[src/rtl/respwm_pkg.sv]
package respwm_pkg;

    typedef enum logic [1:0] {
        A_LO   = 2'd0,
        A_HI   = 2'd1,
        A_CTRL = 2'd2,
        A_MODE = 2'd3
    } reg_addr_e;

    // number of period bits for a length code, 0 when idle
    function automatic int len_bits(input logic [1:0] sel);
        return (sel == 2'b00) ? 0 : 8 + int'(sel);
    endfunction

endpackage

[src/rtl/respwm_event_det.sv]
module respwm_event_det
    import respwm_pkg::*;
#(
    parameter int MAX_N = 11
) (
    input  logic [MAX_N-1:0] tb_low,
    input  logic             tb_step,
    input  logic [1:0]       len_sel,
    input  logic             cmp_en,
    input  logic [MAX_N-1:0] cmp_val,
    input  logic [MAX_N-1:0] arl_val,
    output logic             wrap,
    output logic             hit,
    output logic             zhit
);
    logic [MAX_N-1:0] mask;
    logic [MAX_N-1:0] low;
    logic             active;

    for (genvar i = 0; i < MAX_N; i++) begin : g_mask
        assign mask[i] = (i < len_bits(len_sel));
    end

    assign low    = tb_low & mask;
    assign active = tb_step && (len_sel != 2'b00);
    assign wrap   = active && (low == '0);
    assign hit    = active && cmp_en && !wrap && (low == (cmp_val & mask));
    assign zhit   = wrap && cmp_en && ((arl_val & mask) == '0);
endmodule

[src/rtl/respwm_regbank.sv]
module respwm_regbank
    import respwm_pkg::*;
#(
    parameter int MAX_N  = 11,
    parameter int DATA_W = 8
) (
    input  logic              clk,
    input  logic              rst_n,
    input  logic              wr_en,
    input  logic [1:0]        addr,
    input  logic [DATA_W-1:0] wdata,
    input  logic              wrap,
    input  logic              hit,
    input  logic              zhit,
    output logic [MAX_N-1:0]  cmp_val,
    output logic [MAX_N-1:0]  arl_val,
    output logic              cmp_en,
    output logic              mat_en,
    output logic              bank,
    output logic [1:0]        len_sel,
    output logic              ovf_flag,
    output logic              mat_flag,
    output logic              pwm
);
    localparam int HI_W = MAX_N - DATA_W;

    typedef struct packed {
        logic [MAX_N-1:0] cmp;
        logic [MAX_N-1:0] arl;
        logic             en;
        logic             mat_en;
        logic             bank;
        logic [1:0]       len;
        logic             ovf;
        logic             mflag;
        logic             out;
    } state_t;

    state_t s_d, s_q;

    always_comb begin
        s_d = s_q;
        if (wr_en) begin
            unique case (reg_addr_e'(addr))
                A_LO: begin
                    if (s_q.bank) s_d.arl[DATA_W-1:0] = wdata;
                    else          s_d.cmp[DATA_W-1:0] = wdata;
                    s_d.en = 1'b0;
                end
                A_HI: begin
                    if (s_q.bank) s_d.arl[MAX_N-1:DATA_W] = wdata[HI_W-1:0];
                    else          s_d.cmp[MAX_N-1:DATA_W] = wdata[HI_W-1:0];
                    s_d.en = 1'b1;
                end
                A_CTRL: begin
                    s_d.bank = wdata[0];
                    s_d.len  = wdata[2:1];
                    if (!wdata[DATA_W-1]) s_d.ovf = 1'b0;
                end
                A_MODE: begin
                    s_d.en     = wdata[0];
                    s_d.mat_en = wdata[1];
                    if (!wdata[DATA_W-1]) s_d.mflag = 1'b0;
                end
                default: ;
            endcase
        end

        if (wrap) begin
            s_d.cmp = s_q.arl;
            s_d.ovf = 1'b1;
        end

        if (s_q.len == 2'b00 || !s_q.en) s_d.out = 1'b0;
        else if (wrap)                   s_d.out = zhit;
        else if (hit)                    s_d.out = 1'b1;

        if (s_d.out && !s_q.out && s_q.mat_en) s_d.mflag = 1'b1;
    end

    always_ff @(posedge clk or negedge rst_n) begin
        if (!rst_n) s_q <= '0;
        else        s_q <= s_d;
    end

    assign cmp_val  = s_q.cmp;
    assign arl_val  = s_q.arl;
    assign cmp_en   = s_q.en;
    assign mat_en   = s_q.mat_en;
    assign bank     = s_q.bank;
    assign len_sel  = s_q.len;
    assign ovf_flag = s_q.ovf;
    assign mat_flag = s_q.mflag;
    assign pwm      = s_q.out;
endmodule

[src/rtl/respwm_channel.sv]
module respwm_channel
    import respwm_pkg::*;
#(
    parameter int CNT_W  = 16,
    parameter int MAX_N  = 11,
    parameter int DATA_W = 8
) (
    input  logic              clk,
    input  logic              rst_n,
    input  logic [CNT_W-1:0]  tb_cnt,
    input  logic              tb_step,
    input  logic              wr_en,
    input  logic [1:0]        addr,
    input  logic [DATA_W-1:0] wdata,
    output logic [DATA_W-1:0] rdata,
    output logic              pwm_out
);
    localparam int HI_W = MAX_N - DATA_W;
    localparam int PAD  = DATA_W - HI_W;

    logic [MAX_N-1:0] cmp_w, arl_w, sel_w;
    logic             en_w, mat_en_w, bank_w, ovf_w, mflag_w;
    logic [1:0]       len_w;
    logic             wrap_w, hit_w, zhit_w;
    logic             unused_hi;

    assign unused_hi = ^tb_cnt[CNT_W-1:MAX_N];

    respwm_event_det #(.MAX_N(MAX_N)) det_i (
        .tb_low  (tb_cnt[MAX_N-1:0]),
        .tb_step (tb_step),
        .len_sel (len_w),
        .cmp_en  (en_w),
        .cmp_val (cmp_w),
        .arl_val (arl_w),
        .wrap    (wrap_w),
        .hit     (hit_w),
        .zhit    (zhit_w)
    );

    respwm_regbank #(.MAX_N(MAX_N), .DATA_W(DATA_W)) regs_i (
        .clk      (clk),
        .rst_n    (rst_n),
        .wr_en    (wr_en),
        .addr     (addr),
        .wdata    (wdata),
        .wrap     (wrap_w),
        .hit      (hit_w),
        .zhit     (zhit_w),
        .cmp_val  (cmp_w),
        .arl_val  (arl_w),
        .cmp_en   (en_w),
        .mat_en   (mat_en_w),
        .bank     (bank_w),
        .len_sel  (len_w),
        .ovf_flag (ovf_w),
        .mat_flag (mflag_w),
        .pwm      (pwm_out)
    );

    assign sel_w = bank_w ? arl_w : cmp_w;

    always_comb begin
        unique case (reg_addr_e'(addr))
            A_LO:    rdata = sel_w[DATA_W-1:0];
            A_HI:    rdata = {{PAD{1'b0}}, sel_w[MAX_N-1:DATA_W]};
            A_CTRL:  rdata = {ovf_w, {(DATA_W-4){1'b0}}, len_w, bank_w};
            A_MODE:  rdata = {mflag_w, {(DATA_W-3){1'b0}}, mat_en_w, en_w};
            default: rdata = '0;
        endcase
    end
endmodule

[config.mk]
export PLATFORM = sky130hd
export DESIGN_NAME = respwm_channel
export DESIGN_NICKNAME = d
export VERILOG_FILES = /design/src/rtl/respwm_pkg.sv /design/src/rtl/respwm_event_det.sv /design/src/rtl/respwm_regbank.sv /design/src/rtl/respwm_channel.sv
export SDC_FILE = /design/constraint.sdc
export NUM_CORES = 1
export LEC_CHECK = 0
export BUFFER_PORTS_ARGS = -buffer_cell sky130_fd_sc_hd__buf_2
export CORE_ASPECT_RATIO = 0.75
export CORE_MARGIN = 5
export CORE_UTILIZATION = 25
export CTS_BUF_LIST = sky130_fd_sc_hd__clkbuf_4 sky130_fd_sc_hd__clkbuf_8
export DETAILED_ROUTE_END_ITERATION = 7
export GPL_ROUTABILITY_DRIVEN = 0
export GPL_TIMING_DRIVEN = 0
export PLACE_DENSITY_LB_ADDON = 0.2
export SETUP_SLACK_MARGIN = 0.05
export SLEW_MARGIN = 15
export SYNTH_ARGS = -nofsm -noshare
export SYNTH_HDL_FRONTEND = slang
export SYNTH_SLANG_ARGS = --single-unit
[constraint.sdc]
create_clock -name clk -period 1.8 [get_ports clk]
set_input_delay 0.18 -clock clk [delete_from_list [all_inputs] [get_ports clk]]
set_output_delay 0.18 -clock clk [all_outputs]
set_load 0.02 [all_outputs]
==> out/summary.txt <==
status - complete, but fails checks
failing checks - negative setup slack
pin count of the biggest net entering global routing - 31
Final WS setup - -0.06846 ns
Max Transition Viols Final - 0
sequential share of power - 0.456
synthesized cell area - 1760 sq um
synthesized flop and latch total - 30
CP Class - reg2out
Seq/Total Area, Yosys - 0.4264
setup TNS - -0.07054 ns
Starting Density - 0.2577
footprint of the multi-input gates - 962.2 sq um
Max Cap Viol - 0
Layout area overhead - 24.38%
post-route minimum period - 1.868 ns
Peak VDD IR - 0.3342 mV
Final ANT Viol Nets - 0
first-pass GRT wire length - 8776 microns
Mapped Nets - 210
Worst Path Arrival - 1.69 ns
area leader, netlist - dfrtp_1
CP Launch Type - register
Rows - 26
Yosys warning count - 0
most frequent cells after synthesis - dfrtp_1, nand2_1, o21ai_0
detailed-route via count - 1516
PwrDens - 1070 nW/um^2
placed insts - 296
fill count - 732
Crit. End Element - output pin
fin area - 2190 sq um
GRT Util Overall - 0.1322
post-synth cell types - 36
Clk pin slew, worst setup/hold paths - 0.07 ns
number of global-route vias before repair - 1596
Yosys top cell area share - 0.4264
Async SR Flop Fraction - 1.000
Mapped Cells - 180
area post-placement - 2026 sq um
top_reg_cell synth - dfrtp_1
storage element area - 753.2 sq um
boundary pin count - 39
later-pin clock latency in the skew report - 0.28 ns
final cell count without fillers - 306
Die W - 106.9 microns
worst hold start - wdata[3]
Hold Vio Cnt, Final - 0
Num CTS Buffers - 5
most common cell in the netlist - dfrtp_1
switching pwr - 0.8047 mW
DP Worst Slack - -0.3859 ns
fin crit share - 1.038
Avg Vias per Cell - 4.954
share of layout cells above drive strength 1 - 0.3333
final net count - 251
count of endpoints failing setup in the final report - 2
core area - 6832 sq um
I/O Buffers - 32
Comb power frac - 0.290
max_slew headroom - 0.5264
root buf cell - clkbuf_8
fmax - 0.5352 GHz
HP Class - in2reg
# diodes - 0
Switching Fraction - 0.3436
die height - 82.67 microns
HPWL Detailed - 4040 microns
WL per Instance - 17.70 microns
clock sink total - 30
Worst EP required - 1.62 ns
largest cells by area after synthesis - dfrtp_1, mux2_2, mux2i_1, o21ai_0, nand2_1
RSZ-0062 raised after global routing - true
drt first pass iters - 4
core utilization of the finished layout - 0.3205
drt total wl - 5416 microns
Internal Power - 1.537 mW
Remaining Overflow, GRT - 0
initial antenna violation count - 0
DRT iter0 DRCs - 84
mean post-synth cell area - 9.780 sq um
LEAKAGE - 0.9173 nW
Tightest Pin Transition - 0.7104 ns
Critical Path Fanout Max - 6
htree depth - 2
worst setup path start - regs_i.bank
Clk pwr share - 0.255
CTS tree - yes
Die Area - 8837 sq um
Post-synth EDFFs - 0
Longest Clk Path Bufs - 2
r2r startpoint - regs_i.bank
DRC - 0
Clock Skews - 0.005394 ns
cell type report:
cell class                 count  share of cell area
buffer                        13             0.03486
clock buffer                   7             0.04114
clock inverter                 1            0.002286
inverter                       1            0.001714
multi-input combinational    135              0.4394
sequential                    30              0.3440
tap                           84             0.04800
timing repair buffer          35             0.08857
logic make-up after synthesis:
| kind of cell | count (synthesis) | synth area share |
|---|---|---|
| flip-flops | 30 | 0.4264 |
| XOR/XNOR | 11 | 0.05473 |
| AND/OR/NAND/NOR | 56 | 0.1599 |
| multiplexers | 33 | 0.2068 |
| AO/OA/AOI/OAI | 35 | 0.1137 |
| buffers and inverters | 15 | 0.03838 |
cells in the final DEF (no fill, tap or decap), types with 4 or more instances in the layout:
cell      synthesis  final
a21oi_1           8      8
buf_2             0     33
buf_4             3      5
clkbuf_1          7      4
clkbuf_8          0      6
dfrtp_1          30     28
mux2_2           17     15
mux2i_1          15     15
nand2_1          20     20
nand3_1           4      4
nor2_1            8      8
nor3_1            6      6
o21ai_0          19     18
xnor2_1           8      8
worst max-delay path: stages (launching register included):
cell,delay [ns]
dfrtp_2,0.47
mux2_4,0.32
mux4_2,0.47
buf_6,0.15
routing by layer:
metal / track usage / part of all wire / vias to the layer above
met2: 0.1822 / 0.40 / 50
met5: 0 / 0 / -
li1: - / - / 726
met4: 0.03448 / 0.0087 / 0
met3: 0.04040 / 0.068 / 8
met1: 0.1976 / 0.53 / 732
final timing paths:
path,depth (start not counted),to,slack [ns]
max,3,rdata[1],-0.07
min,2,regs_i.arl_val[3],0.15
max reg2reg,4,regs_i.arl_val[4],0.19
min reg2reg,2,regs_i.ovf_flag,0.52
max in group asynchronous,2,regs_i.bank,0.81
min in group asynchronous,2,regs_i.mat_flag,0.48
per-stage QoR:
step / power [mW] / hold slack (ns)
after floorplan: 1.468 / -0.1156
after global placement: 1.715 / 0.2883
after detailed placement: 1.712 / 0.2835
after CTS: 2.351 / 0.1487
after global routing: 2.494 / 0.1538
final: 2.342 / 0.1460
power by group through the flow:
| stage | registers (mW) | logic [mW] | clock network [mW] |
|---|---|---|---|
| global route | 1.10 | 0.759 | 0.639 |
| detailed placement | 1.07 | 0.645 | 0 |
| CTS | 1.07 | 0.682 | 0.602 |
| floorplan | 0.989 | 0.478 | 0 |
| finish | 1.07 | 0.679 | 0.597 |
| global placement | 1.07 | 0.643 | 0 |
timing repair:
item / in CTS / in global routing
hold buffers: 1 / 0
buffers inserted: 2 / 0
endpoints found under the setup margin: 31 / 16
pin swaps: 0 / 0
endpoints found under the hold margin: 30 / 0
gates resized for setup: 13 / 7
Power figures use the tool's default switching activity.
